$ cat config.mk
export PLATFORM = sky130hd
export DESIGN_NAME = kbs_matrix_if
export DESIGN_NICKNAME = d
export VERILOG_FILES = /design/src/rtl/kbs_pkg.sv /design/src/rtl/kbs_col_regs.sv /design/src/rtl/kbs_row_sync.sv /design/src/rtl/kbs_wake.sv /design/src/rtl/kbs_matrix_if.sv
export SDC_FILE = /design/constraint.sdc
export NUM_CORES = 1
export LEC_CHECK = 0
export ABC_AREA = 1
export ABC_CLOCK_PERIOD_IN_PS = 1310
export BUFFER_PORTS_ARGS = -buffer_cell sky130_fd_sc_hd__buf_2
export CAP_MARGIN = 10
export CORE_MARGIN = 2
export CORE_UTILIZATION = 50
export DETAILED_ROUTE_END_ITERATION = 16
export GPL_ROUTABILITY_DRIVEN = 0
export GPL_TIMING_DRIVEN = 0
export PLACE_DENSITY = 0.73
export SYNTH_ARGS = -nofsm -noshare
export SYNTH_HDL_FRONTEND = slang
export SYNTH_SLANG_ARGS = --single-unit
$ cat constraint.sdc
create_clock -name clk -period 1.31 [get_ports clk]
set_input_delay 0.0655 -clock clk [delete_from_list [all_inputs] [get_ports clk]]
set_output_delay 0.0655 -clock clk [all_outputs]
set_load 0.01 [all_outputs]
$ cat src/rtl/kbs_pkg.sv
package kbs_pkg;
  localparam int COL_BYTES = 3;
  localparam int COL_W     = 8 * COL_BYTES;

  typedef enum logic [1:0] {
    DRV_NONE = 2'd0,
    DRV_ALL  = 2'd1,
    DRV_ONE  = 2'd2,
    DRV_RSVD = 2'd3
  } drv_mode_e;

  localparam logic [2:0] A_COL0  = 3'd0;
  localparam logic [2:0] A_COL1  = 3'd1;
  localparam logic [2:0] A_COL2  = 3'd2;
  localparam logic [2:0] A_DRIVE = 3'd3;
  localparam logic [2:0] A_ROWS  = 3'd4;
  localparam logic [2:0] A_STAT  = 3'd5;
  localparam logic [2:0] A_WEN   = 3'd6;
  localparam logic [2:0] A_DET   = 3'd7;
endpackage

$ cat src/rtl/kbs_col_regs.sv
module kbs_col_regs
  import kbs_pkg::*;
#(
  parameter int          NUM_COLS    = 18,
  parameter logic [17:0] IGNORE_MASK = '0
) (
  input  logic             clk,
  input  logic             rst_n,
  input  logic             wr_en,
  input  logic [2:0]       addr,
  input  logic [7:0]       wdata,
  output logic [COL_W-1:0] col_q
);
  localparam logic [COL_W-1:0] EN_MASK =
    ((COL_W'(1) << NUM_COLS) - COL_W'(1)) & ~COL_W'(IGNORE_MASK);

  drv_mode_e        mode;
  logic [4:0]       idx;
  logic             drive_cmd;
  logic [COL_W-1:0] pattern;
  logic [COL_W-1:0] after_cmd;
  logic [COL_W-1:0] col_d;

  assign mode      = drv_mode_e'(wdata[7:6]);
  assign idx       = wdata[4:0];
  assign drive_cmd = wr_en && (addr == A_DRIVE) && (mode != DRV_RSVD);

  always_comb begin
    unique case (mode)
      DRV_NONE: pattern = EN_MASK;
      DRV_ALL:  pattern = '0;
      DRV_ONE:  pattern = EN_MASK ^ (COL_W'(1) << idx);
      default:  pattern = col_q;
    endcase
  end

  assign after_cmd = drive_cmd ? ((col_q & ~EN_MASK) | (pattern & EN_MASK)) : col_q;

  for (genvar b = 0; b < COL_BYTES; b++) begin : g_byte
    localparam logic [7:0] KMASK = EN_MASK[8*b +: 8];
    logic byte_wr;
    assign byte_wr = wr_en && (addr == 3'(b));
    assign col_d[8*b +: 8] = byte_wr ? ((col_q[8*b +: 8] & KMASK) | (wdata & ~KMASK))
                                     : after_cmd[8*b +: 8];
  end

  always_ff @(posedge clk or negedge rst_n) begin
    if (!rst_n) col_q <= '0;
    else        col_q <= col_d;
  end
endmodule

$ cat src/rtl/kbs_row_sync.sv
module kbs_row_sync #(
  parameter int NUM_ROWS = 8
) (
  input  logic                clk,
  input  logic                rst_n,
  input  logic [NUM_ROWS-1:0] row_n,
  output logic [NUM_ROWS-1:0] row_sync,
  output logic [NUM_ROWS-1:0] fall
);
  logic [NUM_ROWS-1:0] meta_q, sync_q, prev_q;

  always_ff @(posedge clk or negedge rst_n) begin
    if (!rst_n) begin
      meta_q <= '1;
      sync_q <= '1;
      prev_q <= '1;
    end else begin
      meta_q <= row_n;
      sync_q <= meta_q;
      prev_q <= sync_q;
    end
  end

  assign row_sync = sync_q;
  assign fall     = prev_q & ~sync_q;
endmodule

$ cat src/rtl/kbs_wake.sv
module kbs_wake #(
  parameter int NUM_ROWS = 8
) (
  input  logic                clk,
  input  logic                rst_n,
  input  logic [NUM_ROWS-1:0] fall,
  input  logic                wr_stat,
  input  logic                wr_wen,
  input  logic                wr_det,
  input  logic [7:0]          wdata,
  output logic [NUM_ROWS-1:0] stat_q,
  output logic [NUM_ROWS-1:0] wen_q,
  output logic                detect_q,
  output logic                irq
);
  logic                enter_det;
  logic [NUM_ROWS-1:0] clr;

  assign enter_det = wr_det && wdata[0] && !detect_q;
  assign clr = (wr_stat ? wdata[NUM_ROWS-1:0] : '0) | (enter_det ? '1 : '0);

  always_ff @(posedge clk or negedge rst_n) begin
    if (!rst_n) begin
      stat_q   <= '0;
      wen_q    <= '0;
      detect_q <= 1'b0;
    end else begin
      stat_q <= (stat_q & ~clr) | fall;
      if (wr_wen) wen_q <= wdata[NUM_ROWS-1:0];
      if (wr_det) detect_q <= wdata[0];
    end
  end

  assign irq = detect_q && |(stat_q & wen_q);
endmodule

$ cat src/rtl/kbs_matrix_if.sv
module kbs_matrix_if
  import kbs_pkg::*;
#(
  parameter int          NUM_COLS    = 18,
  parameter int          NUM_ROWS    = 8,
  parameter logic [17:0] IGNORE_MASK = '0
) (
  input  logic                clk,
  input  logic                rst_n,
  input  logic                wr_en,
  input  logic [2:0]          addr,
  input  logic [7:0]          wdata,
  output logic [7:0]          rdata,
  input  logic [NUM_ROWS-1:0] row_n,
  output logic [23:0]         col_out,
  output logic                irq
);
  logic [COL_W-1:0]    col_q;
  logic [NUM_ROWS-1:0] row_sync, fall, stat_q, wen_q;
  logic                detect_q;

  kbs_col_regs #(.NUM_COLS(NUM_COLS), .IGNORE_MASK(IGNORE_MASK)) u_cols (
    .clk(clk), .rst_n(rst_n), .wr_en(wr_en), .addr(addr), .wdata(wdata), .col_q(col_q)
  );

  kbs_row_sync #(.NUM_ROWS(NUM_ROWS)) u_rows (
    .clk(clk), .rst_n(rst_n), .row_n(row_n), .row_sync(row_sync), .fall(fall)
  );

  kbs_wake #(.NUM_ROWS(NUM_ROWS)) u_wake (
    .clk(clk), .rst_n(rst_n), .fall(fall),
    .wr_stat(wr_en && addr == A_STAT),
    .wr_wen(wr_en && addr == A_WEN),
    .wr_det(wr_en && addr == A_DET),
    .wdata(wdata), .stat_q(stat_q), .wen_q(wen_q), .detect_q(detect_q), .irq(irq)
  );

  assign col_out = col_q;

  always_comb begin
    unique case (addr)
      A_COL0:  rdata = col_q[7:0];
      A_COL1:  rdata = col_q[15:8];
      A_COL2:  rdata = col_q[23:16];
      A_ROWS:  rdata = 8'(~row_sync);
      A_STAT:  rdata = 8'(stat_q);
      A_WEN:   rdata = 8'(wen_q);
      A_DET:   rdata = {7'd0, detect_q};
      default: rdata = 8'd0;
    endcase
  end
endmodule

# [Yosys cells after proc, flatten, opt, wreduce, memory -nomap -nowiden]
# Cells that the tools add are included.
[word_totals] register_bits=65 input_bits=22
[op_classes] n_reduce_logical=18 muxes=6 bitwise=12 eq_ne=10 shifts=1
[ops] cell="8-bit case mux with 7 select lines" count=1
[ops] cell="18-bit case mux with 3 select lines" count=1
[ops] cell="8-bit AND" count=3
[ops] cell="24-bit two-way mux" count=1
[ops] cell="8-bit two-way mux" count=3
[ops] cell="24-bit by 18-bit bitwise OR with 24-bit output" count=1
[ops] cell="18-bit NOT" count=1
[ops] cell="1-bit by 5-bit left shift with 18-bit output (first input constant)" count=1
[ops] cell="8-bit NOT" count=2
[ops] cell="8-bit bitwise OR" count=2
[ops] cell="3-bit == test (second input constant)" count=4
[ops] cell="1-bit logical AND" count=11
[ops] cell="2-bit by 8-bit bitwise OR with 8-bit output" count=1
[ops] cell="8-bit OR reduction" count=1
[ops] cell="3-bit by 2-bit == test with 1-bit output (second input constant)" count=2
[ops] cell="2-bit AND reduction" count=2
[ops] cell="3-bit by 1-bit == test with 1-bit output (second input constant)" count=1
[ops] cell="3-bit logical NOT" count=1
[ops] cell="2-bit by 1-bit == test with 1-bit output (second input constant)" count=1
[ops] cell="2-bit == test (second input constant)" count=1
[ops] cell="2-bit logical NOT" count=1
[ops] cell="2-bit != test (second input constant)" count=1
[ops] cell="1-bit NOT" count=2
[ops] cell="2-bit nonzero test" count=1
[ops] cell="1-bit logical NOT" count=1

# [Depth between registers and ports, before layout]
# Gate-level depths: netlist of run 1.
[depth] ltp_word=9 mapped_depth=7

# [Hierarchy]
# A second synthesis of run 1 with hierarchy kept.
[unflattened] hier_cells=374 area_unflattened_um2=3314.4
[by_module_without_submodules] mod="kbs_col_regs" area_per_inst_um2=1138.6 seq_area_each_um2=600.6 instances=1 cells_per_inst=136
[by_module_without_submodules] mod="kbs_wake" area_per_inst_um2=772.0 seq_area_each_um2=425.4 instances=1 cells_per_inst=78
[by_module_without_submodules] mod="kbs_row_sync" area_per_inst_um2=710.7 seq_area_each_um2=630.6 instances=1 cells_per_inst=40
[by_module_without_submodules] mod="kbs_matrix_if" area_per_inst_um2=693.2 seq_area_each_um2=0.0 instances=1 cells_per_inst=120

# [Least setup slack after synthesis of run 1]
# OpenSTA, ideal clock, no wires.
[synth_path] kind="register to output" start="register u_rows.sync_q[0] (netlist: u_rows.row_sync[0])" end="output port rdata[0]" arrival_time_ns=0.835 stages_incl_launch_ff=6 n_path_buf=0 required_ns=1.245 setup_slack_ns=0.410 cell_sequence="dfstp_2 > inv_1 > nand3_1 > nand2_1 > nor2_1 > nand2_1"
[synth_between] elab_chain_cells=2
[synth_rtl] element="start: declaration" line_no="kbs_row_sync.sv:10" text="logic [NUM_ROWS-1:0] meta_q, sync_q, prev_q;"
[synth_rtl] element="start signal: assignment" line_no="kbs_row_sync.sv:19" text="sync_q <= meta_q;"
[synth_rtl] element="8-bit NOT" line_no="kbs_matrix_if.sv:45" text="A_ROWS: rdata = 8'(~row_sync);"
[synth_rtl] element="8-bit case mux with 7 select lines" line_no="kbs_matrix_if.sv:41" text="unique case (addr)"
[synth_rtl] element="end: declaration" line_no="kbs_matrix_if.sv:13" text="output logic [7:0] rdata,"
# No other way between the ends.

# [Final worst setup path of run 1]
[layout_path] start="register u_rows.sync_q[7] (netlist: u_rows.row_sync[7])" end="output port rdata[7]"
# Same word-level chain as after synthesis.

==> metrics, run 1 <==
status complete, but fails checks; failing checks negative setup slack; max_slew headroom about half; post-synthesis mux area share 0%; worst-case clock skew ~3.1 ps; unrepaired setup endpoints after global routing true; max-capacitance violation count 0; WP buf/inv 2; initial antenna violation count 0; pre-CTS setup slack ~30 ps; Crit. path cell count 6; DP Wirelength roughly 5.6 mm; number of global-route vias before repair about 2700; WP data arrival around 1400 ps; Worst-Skew Late Latency about 350 ps; DR vias/cell about 5.2; CTS Buf Count 9; adder-cell share of the synthesized area 0%; first-pass GRT wire length 12.7 mm; Post-route DRC 0; GRT Total Usage around 26%; clock sink count 65; final hold violation count 0; DRT iter0 DRCs around 150; grt ovf 0; commonest non-fill, non-tap cell in the layout nand2_1; Ys Warns 0; commonest cells after routing, fill and taps aside nand2_1, buf_2, dfrtp_1; DIE AREA 6810 um^2; post-layout util roughly 64%; largest family of logic cells by synthesized area simple AND/OR/NAND/NOR gates; internal reg-to-reg setup slack 220 ps; largest net degree at the start of global routing 35; crit-path cells inv_2 -> nand3_1 -> nand2_1 -> nor2_1 -> nand2_1 -> buf_2; Crit Path Category reg2out; Post-Synth Simple-Gate Area between 30% and 40%; period utilization 109%; most used cell, CP nand2_1; final worst slack -117 ps; Max IR drop VDD just under 0.8 mV; PD cells around 1400 nW/um^2; fin nets around 480; delay-heaviest family, CP flip-flops; worst hold-check path type in2reg; R2R depth 4; worst slew pin tran 730 ps; XOR/XNOR share of the synthesized area 0%; Core Area ~6000 um^2; Std-Cell Rows 28; die width roughly 83 um; crit path capture rdata[7]; Yosys reg bits between 60 and 70; Cell variety after synth 24; Routed WL per cell approximately 14 um; Max Slew Vio Count 0; via count approximately 2800; Post-Layout Inst Area 3840 um^2; Worst Setup Start Kind register; # setup viols final 9; leakage power roughly 0.0020 uW; Achievable Freq approximately 700 MHz; Critical Path Sink Type primary output; Clk pin slew, worst setup/hold paths about 70 ps; layout cells sized above 1 about a third; Mean Syn Cell Area slightly above 8 um^2; DRT antenna net count 0; n_diodes 0; Synth Area in Compound Gates between 3 and 4%; I/O pin count 55; CTS root buf clkbuf_8; worst flop-to-flop path endpoint u_wake.stat_q[7]$_DFF_PN0_; hold path start wdata[5]; Tmin final approximately 1400 ps; Die Y-Extent 82.5 um; CP startpoint u_rows.row_sync[7]$_DFF_PN1_; final WL 7.68 mm; Area growth syn-to-layout 24.4%; DR pass1 iterations 6; CTS tree done; H-tree depth 3; CTS Buffer Depth 2; CP required 1240 ps; CP max FO 2; Placed Area around 3500 um^2; launching point of the worst reg2reg path u_wake.detect_q$_DFFE_PN0N_; Synth Net Count between 300 and 400; cell count after synthesis about 380; CP peak stage delay roughly 550 ps; worst-path cell with the longest stage delay dfstp_2; Initial Util ~52%; sequential cell area fraction in the yosys report 53.7%; mapped cell area approximately 3100 um^2; Port-buffer cells between 50 and 60
[tightest hold or removal path: cells and delay by family]
| kind | cells | cell delay [ps] |
|---|---|---|
| compound gates | 1 | 60 |
| buf+inv | 2 | 210 |
[cell usage after synthesis]
library cell / count / area share (%)
dfstp_2: 24 / 20
nand3_2: 1 / 0.32
a21oi_1: 1 / 0.16
nand2_2: 2 / 0.41
nand2_1: 150 / 18
clkinv_2: 1 / 0.16
nand3_1: 37 / 6.0
nor3_2: 1 / 0.32
dfrtp_1: 41 / 33
inv_2: 3 / 0.37
nor2_1: 31 / 3.8
o21ai_2: 6 / 1.7
nor3_1: 6 / 0.97
nand4_2: 2 / 0.81
inv_1: 32 / 3.9
nor3_4: 1 / 0.53
nor2_4: 3 / 1.1
o21ai_0: 11 / 1.8
buf_6: 3 / 1.1
nand3_4: 1 / 0.57
buf_2: 5 / 0.81
nand4_1: 10 / 2.0
nor3b_1: 1 / 0.24
buf_4: 4 / 0.97
[per-layer routing]
layer / global-route usage (%) / up-vias / share of wire (%)
met5: 0 / - / 0
met4: 12.0 / 0 / 2.8
met3: 6.96 / 20 / 8.0
met2: 38.5 / 113 / 46
met1: 34.2 / 1310 / 43
li1: - / 1339 / -
[layout make-up]
class / instances / area [um^2]
fillers: 528 / 2120
multi-input cells: 264 / 1230
clock inverters: 3 / 46.3
inverters: 36 / 136
repair buffers: 66 / 410
well taps: 75 / 93.8
clock buffers: 13 / 170
flip-flops and latches: 65 / 1660
plain buffers: 12 / 88.8
[where the power goes]
part	switching, uW	internal, uW
sequential	213	2310
clock	773	1050
combinational	608	414
total	1590	3770
[logic make-up (layout without fill, tap and decap cells)]
group	after synthesis	after routing
and+or+nand+nor	246	246
DFF	65	65
buffers and inverters	48	130
AOI/OAI and AO/OA	18	18
[how the worst min path moves through the flow]
stage,end,slack (ps),cells past startpoint
final,u_cols.col_q[21]$_DFFE_PN0P_,20,3
after CTS,u_cols.col_q[21]$_DFFE_PN0P_,30,3
after detailed placement,u_wake.stat_q[5]$_DFF_PN0_,170,1
after floorplan,u_cols.col_q[0]$_DFFE_PN0P_,-230,0
after global routing,u_cols.col_q[23]$_DFFE_PN0P_,40,3
after global placement,u_rows.meta_q[5]$_DFF_PN1_,170,1
[through the flow]
stage               instances  TNS (ps)  power [uW]  hold WS, ps
floorplan                 377         0        3060         -230
global placement          505     -1270        3480          171
detailed placement        506         0        3520          172
CTS                       532     -1040        5380         26.4
global route              534     -1500        5660         36.6
finish                    534      -827        5360         18.5
[repair_timing]
action / 4_1_cts / 5_1_grt
setup buffers: 1 / 2
hold endpoints to repair: 30 / 0
pin swaps: 15 / 7
hold buffers: 9 / 0
resized for setup: 12 / 7
setup endpoints to repair: 9 / 9
[sequential cells by signal, summed over array words and instances (netlist names)]
signal	cells
u_cols.col_q	24
u_rows.meta_q	8
u_rows.prev_q	8
u_rows.row_sync	8
u_wake.detect_q	1
u_wake.stat_q	8
u_wake.wen_q	8
Power figures use the tool's default switching activity.
==> run 2, diff against run 1 <==
--- a/config.mk
+++ b/config.mk
@@ -10,11 +10,10 @@
 export BUFFER_PORTS_ARGS = -buffer_cell sky130_fd_sc_hd__buf_2
 export CAP_MARGIN = 10
 export CORE_MARGIN = 2
-export CORE_UTILIZATION = 50
+export CORE_UTILIZATION = 30
 export DETAILED_ROUTE_END_ITERATION = 16
 export GPL_ROUTABILITY_DRIVEN = 0
 export GPL_TIMING_DRIVEN = 0
-export PLACE_DENSITY = 0.73
 export SYNTH_ARGS = -nofsm -noshare
 export SYNTH_HDL_FRONTEND = slang
 export SYNTH_SLANG_ARGS = --single-unit
==> metrics, run 2 (synthesis gave the netlist of run 1 again) <==
Port-buffer cells 53 (unchanged); Critical Path Sink Type primary output; CP required 1240 ps (about the same); max_slew headroom 45.2% (-6.1 points); Reg with most FFs u_cols.col_q; layout cells sized above 1 33.0% (+1.4 points); DIE AREA 11100 um^2 (+63%); worst hold-check path type in2reg; initial antenna violation count 0 (unchanged); CTS root buf clkbuf_8; clock sink count 65 (unchanged); hold path start wdata[7]; commonest non-fill, non-tap cell in the layout nand2_1; WP data arrival 1360 ps (about the same); CP peak stage delay 540 ps (about the same); launching point of the worst reg2reg path u_wake.detect_q$_DFFE_PN0N_; worst slew pin tran 822 ps (+91.7 ps); max reg flops 24 (unchanged); CP max FO 2 (unchanged); failing checks negative setup slack; number of global-route vias before repair 2746 (+1.6%); DR pass1 iterations 5 (-1); Max IR drop VDD 0.459 mV (-40%); CTS Buf Count 9 (unchanged); commonest cells after routing, fill and taps aside nand2_1, buf_2, dfrtp_1; n_diodes 0 (unchanged); Worst-Skew Late Latency 340 ps (about the same); die width 105 um (+28%); Worst Setup Start Kind register; Max Slew Vio Count 0 (unchanged); most used cell, CP nand2_1; final worst slack -120 ps (-3.00 ps); delay-heaviest family, CP flip-flops; Area growth syn-to-layout 26.6%; status complete, but fails checks; R2R depth 4 (unchanged); CTS tree done; first-pass GRT wire length 13.7 mm (+7.8%); Clk pin slew, worst setup/hold paths 80 ps (about the same); Hold Path Sink u_cols.col_q[23]$_DFFE_PN0P_; unrepaired setup endpoints after global routing true; hold depth 3 (unchanged); leakage power 0.00196 uW (-0.49%); I/O pin count 55 (unchanged); Routed WL per cell 14.0 um (-2.5%); Post-Layout Inst Area 3900 um^2 (+1.7%); grt ovf 0 (unchanged); final hold violation count 0 (unchanged); fin nets 475 (-0.21%); H-tree depth 3 (unchanged); DRT iter0 DRCs 122 (-16%); GRT Total Usage 15.9% (-9.6 points); internal reg-to-reg setup slack 250 ps (+30 ps); Initial Util 30.4% (-21 points); worst flop-to-flop path endpoint u_wake.stat_q[0]$_DFF_PN0_; via count 2776 (-0.22%); largest net degree at the start of global routing 66 (+89%); max-capacitance violation count 0 (unchanged); Crit Path Category reg2out; Achievable Freq 699 MHz (-0.21%); worst-path cell with the longest stage delay dfstp_2; Tmin final 1430 ps (+3.00 ps); PD cells 1330 nW/um^2 (-4.6%); # setup viols final 9 (unchanged); Filler cells 1069 (+100%); CTS Buffer Depth 2 (unchanged); Core Area 10100 um^2 (+70%); Post-route DRC 0 (unchanged); WP buf/inv 2 (unchanged); final WL 8.32 mm (+8.4%); DP Wirelength 6.07 mm (+8.9%); DR vias/cell 4.67 (-10%); worst-case clock skew 3.09 ps (-0.0510 ps); pre-CTS setup slack 11.3 ps (-18.8 ps); Die Y-Extent 105 um (+28%); Placed Area 3520 um^2 (+1.7%); period utilization 109% (+0.23 points); crit-path cells inv_2 -> nand3_2 -> nand2_1 -> nor2_1 -> nand2_1 -> buf_6; Std-Cell Rows 37 (+32%); DRT antenna net count 0 (unchanged)
-- run 2: cell count changes in the layout (fill, tap and decap cells not counted), moves of 2 or more --
| cell | before | now |
|---|---|---|
| clkinv_2 | 1 | 5 |
| nand2_1 | 149 | 146 |
| nand2_2 | 3 | 6 |
| nand3_1 | 33 | 30 |
| nand3_2 | 5 | 8 |
| nor2_4 | 3 | 5 |
-- run 2: repair_timing --
item	in CTS	in global routing
pin swaps	18	14
endpoints found under the setup margin	9	9
buffers inserted	1	1
hold buffers	10	0
resized for setup	16	12
endpoints found under the hold margin	50	0
-- run 2: tightest hold or removal path, delay by kind of cell --
family | cells | cell delay (ps)
buffers and inverters | 2 | 240
AO/OA/AOI/OAI | 1 | 60
-- run 2: final cells by class --
type	instances	area (um^2)	area share (%)
clock inverter	6	58.8	1.51
buffer	12	88.8	2.28
timing repair buffer	65	395	10.1
clock buffer	10	128	3.27
tap	136	170	4.36
sequential	65	1660	42.4
inverter	36	136	3.49
multi-input combinational	264	1270	32.5
-- run 2: power by group --
part | switching, uW | internal, uW
logic | 615 | 414
registers | 225 | 2310
clock network | 776 | 869
-- run 2: worst max-delay path by stage --
stage | endpoint | slack [ps] | cells past startpoint | startpoint
2_1_floorplan | rdata[0] | 410 | 5 | u_rows.row_sync[0]$_DFF_PN1_
3_3_place_gp | u_wake.stat_q[5]$_DFF_PN0_ | -90 | 1 | rst_n
3_5_place_dp | u_cols.col_q[8]$_DFFE_PN0P_ | 10 | 7 | wdata[4]
4_1_cts | rdata[2] | -160 | 6 | u_rows.row_sync[2]$_DFF_PN1_
5_1_grt | rdata[4] | -180 | 6 | u_rows.row_sync[4]$_DFF_PN1_
6_report | rdata[4] | -120 | 6 | u_rows.row_sync[4]$_DFF_PN1_
-- run 2: through the flow --
stage                     utilization, %  instances  TNS (ps)  hold slack, ps  power (uW)
after floorplan                        -        377         0            -230        3060
after global placement              34.7        566     -3420             171        3510
after detailed placement            34.7        566         0             172        3530
after CTS                           37.9        593     -1080            30.1        5230
after global routing                38.5        594     -1480            55.3        5490
final                               38.5        594      -777            52.9        5200
-- run 2: layer usage --
| layer | up-vias | GRT usage [%] | routed length [um] |
|---|---|---|---|
| li1 | 1339 | - | - |
| met1 | 1329 | 21.7 | 3860 |
| met2 | 89 | 24.0 | 3730 |
| met3 | 19 | 4.51 | 524 |
| met4 | 0 | 6.00 | 203 |
| met5 | - | 0 | 0 |
==> run 3, diff against run 2 <==
--- a/config.mk
+++ b/config.mk
@@ -17,3 +17,4 @@
 export SYNTH_ARGS = -nofsm -noshare
 export SYNTH_HDL_FRONTEND = slang
 export SYNTH_SLANG_ARGS = --single-unit
+export TNS_END_PERCENT = 5
==> metrics, run 3 (synthesis gave the netlist of run 1 again) <==
initial antenna violation count 0 (unchanged); period utilization 110% (+0.83 points); DR pass1 iterations 6 (+1); Max IR drop VDD 0.458 mV (-0.20%); unrepaired setup endpoints after global routing true; die width 105 um (unchanged); Die Y-Extent 105 um (unchanged); DR vias/cell 4.68 (+0.13%); CTS Buffer Depth 2 (unchanged); Port-buffer cells 53 (unchanged); hold depth 3 (unchanged); worst-case clock skew 4.28 ps (+1.19 ps); Crit Path Category reg2out; Gate power share 19.5% (-0.3 points); worst hold slack 49.2 ps (-3.65 ps); Area growth syn-to-layout 25.4%; Reg with most FFs u_cols.col_q; Post-route DRC 0 (unchanged); Worst Setup Start Kind register; R2R depth 4 (unchanged); Internal 3580 uW (-0.27%); DRT antenna net count 0 (unchanged); final WL 8.29 mm (-0.41%); failing checks negative setup slack; commonest cells after routing, fill and taps aside nand2_1, buf_2, dfrtp_1; WP data arrival 1380 ps (+20 ps); DP Wirelength 6.07 mm (unchanged); max-capacitance violation count 0 (unchanged); final worst slack -131 ps (-10.9 ps); status complete, but fails checks; internal reg-to-reg setup slack 250 ps (about the same); PD cells 1340 nW/um^2 (+0.71%); I/O pin count 55 (unchanged); Reg power frac 48.7% (about the same); final hold violation count 0 (unchanged); switching share of total power 31.1% (about the same); grt ovf 0 (unchanged); commonest non-fill, non-tap cell in the layout nand2_1; Initial Util 30.4% (unchanged); n_diodes 0 (unchanged); worst hold-check path type in2reg; leakage power 0.00195 uW (-0.37%); number of global-route vias before repair 2744 (-0.073%); H-tree depth 3 (unchanged); clock sink count 65 (unchanged); via count 2775 (-0.036%); Achievable Freq 694 MHz (-0.76%); max_slew headroom 44.5% (-0.77 points); CTS Buf Count 9 (unchanged); worst flop-to-flop path endpoint u_wake.stat_q[0]$_DFF_PN0_; largest net degree at the start of global routing 66 (unchanged); Core Area 10100 um^2 (unchanged); Worst-Skew Late Latency 340 ps (about the same); fin nets 474 (-0.21%); Std-Cell Rows 37 (unchanged); Max Slew Vio Count 0 (unchanged); Filler cells 1069 (unchanged); Routed WL per cell 14.0 um (-0.24%); CP startpoint u_rows.row_sync[2]$_DFF_PN1_; Critical Path Sink Type primary output; Clk pin slew, worst setup/hold paths 80 ps (about the same); CP required 1240 ps (about the same); CTS tree done; CP max FO 2 (unchanged); Clock power frac 31.7% (about the same); launching point of the worst reg2reg path u_wake.detect_q$_DFFE_PN0N_; Hold Path Sink u_cols.col_q[23]$_DFFE_PN0P_; GRT Total Usage 15.9% (about the same); post-layout util 38.1% (-0.36 points); worst slew pin tran 833 ps (+11.5 ps); # setup viols final 9 (unchanged); first-pass GRT wire length 13.7 mm (+0.10%); total negative setup slack -884 ps (-108 ps); max reg flops 24 (unchanged); layout cells sized above 1 31.5% (-1.5 points); Tmin final 1440 ps (+10.9 ps); CTS root buf clkbuf_8; DRT iter0 DRCs 150 (+23%); hold path start wdata[7]; DIE AREA 11100 um^2 (unchanged); Psw 1610 uW (-0.14%)
## run 3: cell count changes in the layout (fill, tap and decap cells not counted)
cell	previous run	this run
inv_2	11	9
nor2_2	3	4
nand2_2	6	5
nand3_2	8	5
nand2_1	146	147
nand3_1	30	33
buf_6	5	4
buf_4	7	6
buf_2	55	56
inv_1	24	26
nor2_4	5	4
## run 3: worst max path at each step
stage	cells after the start	end	slack [ps]
after floorplan	5	rdata[0]	410
after global placement	1	u_wake.stat_q[5]$_DFF_PN0_	-90
after detailed placement	7	u_cols.col_q[8]$_DFFE_PN0P_	10
after CTS	6	rdata[2]	-160
after global routing	6	rdata[6]	-200
final	6	rdata[2]	-130
## run 3: worst max-delay path, cell delays in order, from the launching register on
cell and delay [ps]:
dfstp_2 540, inv_2 50, nand3_2 60, nand2_1 60, nor2_2 120, nand2_1 80, buf_2 140
## run 3: final cells by class
class,instances,area [um^2],share of cell area (%)
buffer,12,88.8,2.30
clock buffer,10,128,3.30
clock inverter,6,58.8,1.52
inverter,36,136,3.53
multi-input combinational,264,1250,32.3
sequential,65,1660,42.8
tap,136,170,4.40
timing repair buffer,64,382,9.87
## run 3: layer usage
layer	global-route usage (%)	routed length [um]	vias to the layer above
li1	-	-	1337
met1	21.8	3780	1331
met2	23.8	3730	89
met3	4.51	605	18
met4	6.10	173	0
met5	0	0	-
## run 3: timing repair
| item | in CTS | in global routing |
|---|---|---|
| endpoints found under the hold margin | 50 | 0 |
| gates resized for setup | 10 | 10 |
| setup buffers | 0 | 1 |
| gates cloned | 0 | 0 |
| hold buffers | 10 | 0 |
| setup endpoints to repair | 9 | 9 |
| pin swaps | 11 | 7 |
## run 3: per-stage QoR
| stage | cell area [um^2] | total power [uW] | setup slack [ps] | instances |
|---|---|---|---|---|
| detailed placement | 3520 | 3530 | 11.3 | 566 |
| CTS | 3830 | 5220 | -159 | 592 |
| global placement | 3520 | 3510 | -89.5 | 566 |
| finish | 3870 | 5190 | -131 | 593 |
| global route | 3870 | 5480 | -201 | 593 |
| floorplan | 3080 | 3060 | 410 | 377 |
## run 3: power by group through the flow
stage	clock [uW]	combinational, uW	sequential [uW]
after floorplan	0	484	2570
after global placement	0	960	2550
after detailed placement	0	967	2570
after CTS	1690	1000	2530
after global routing	1770	1140	2560
final	1650	1010	2530
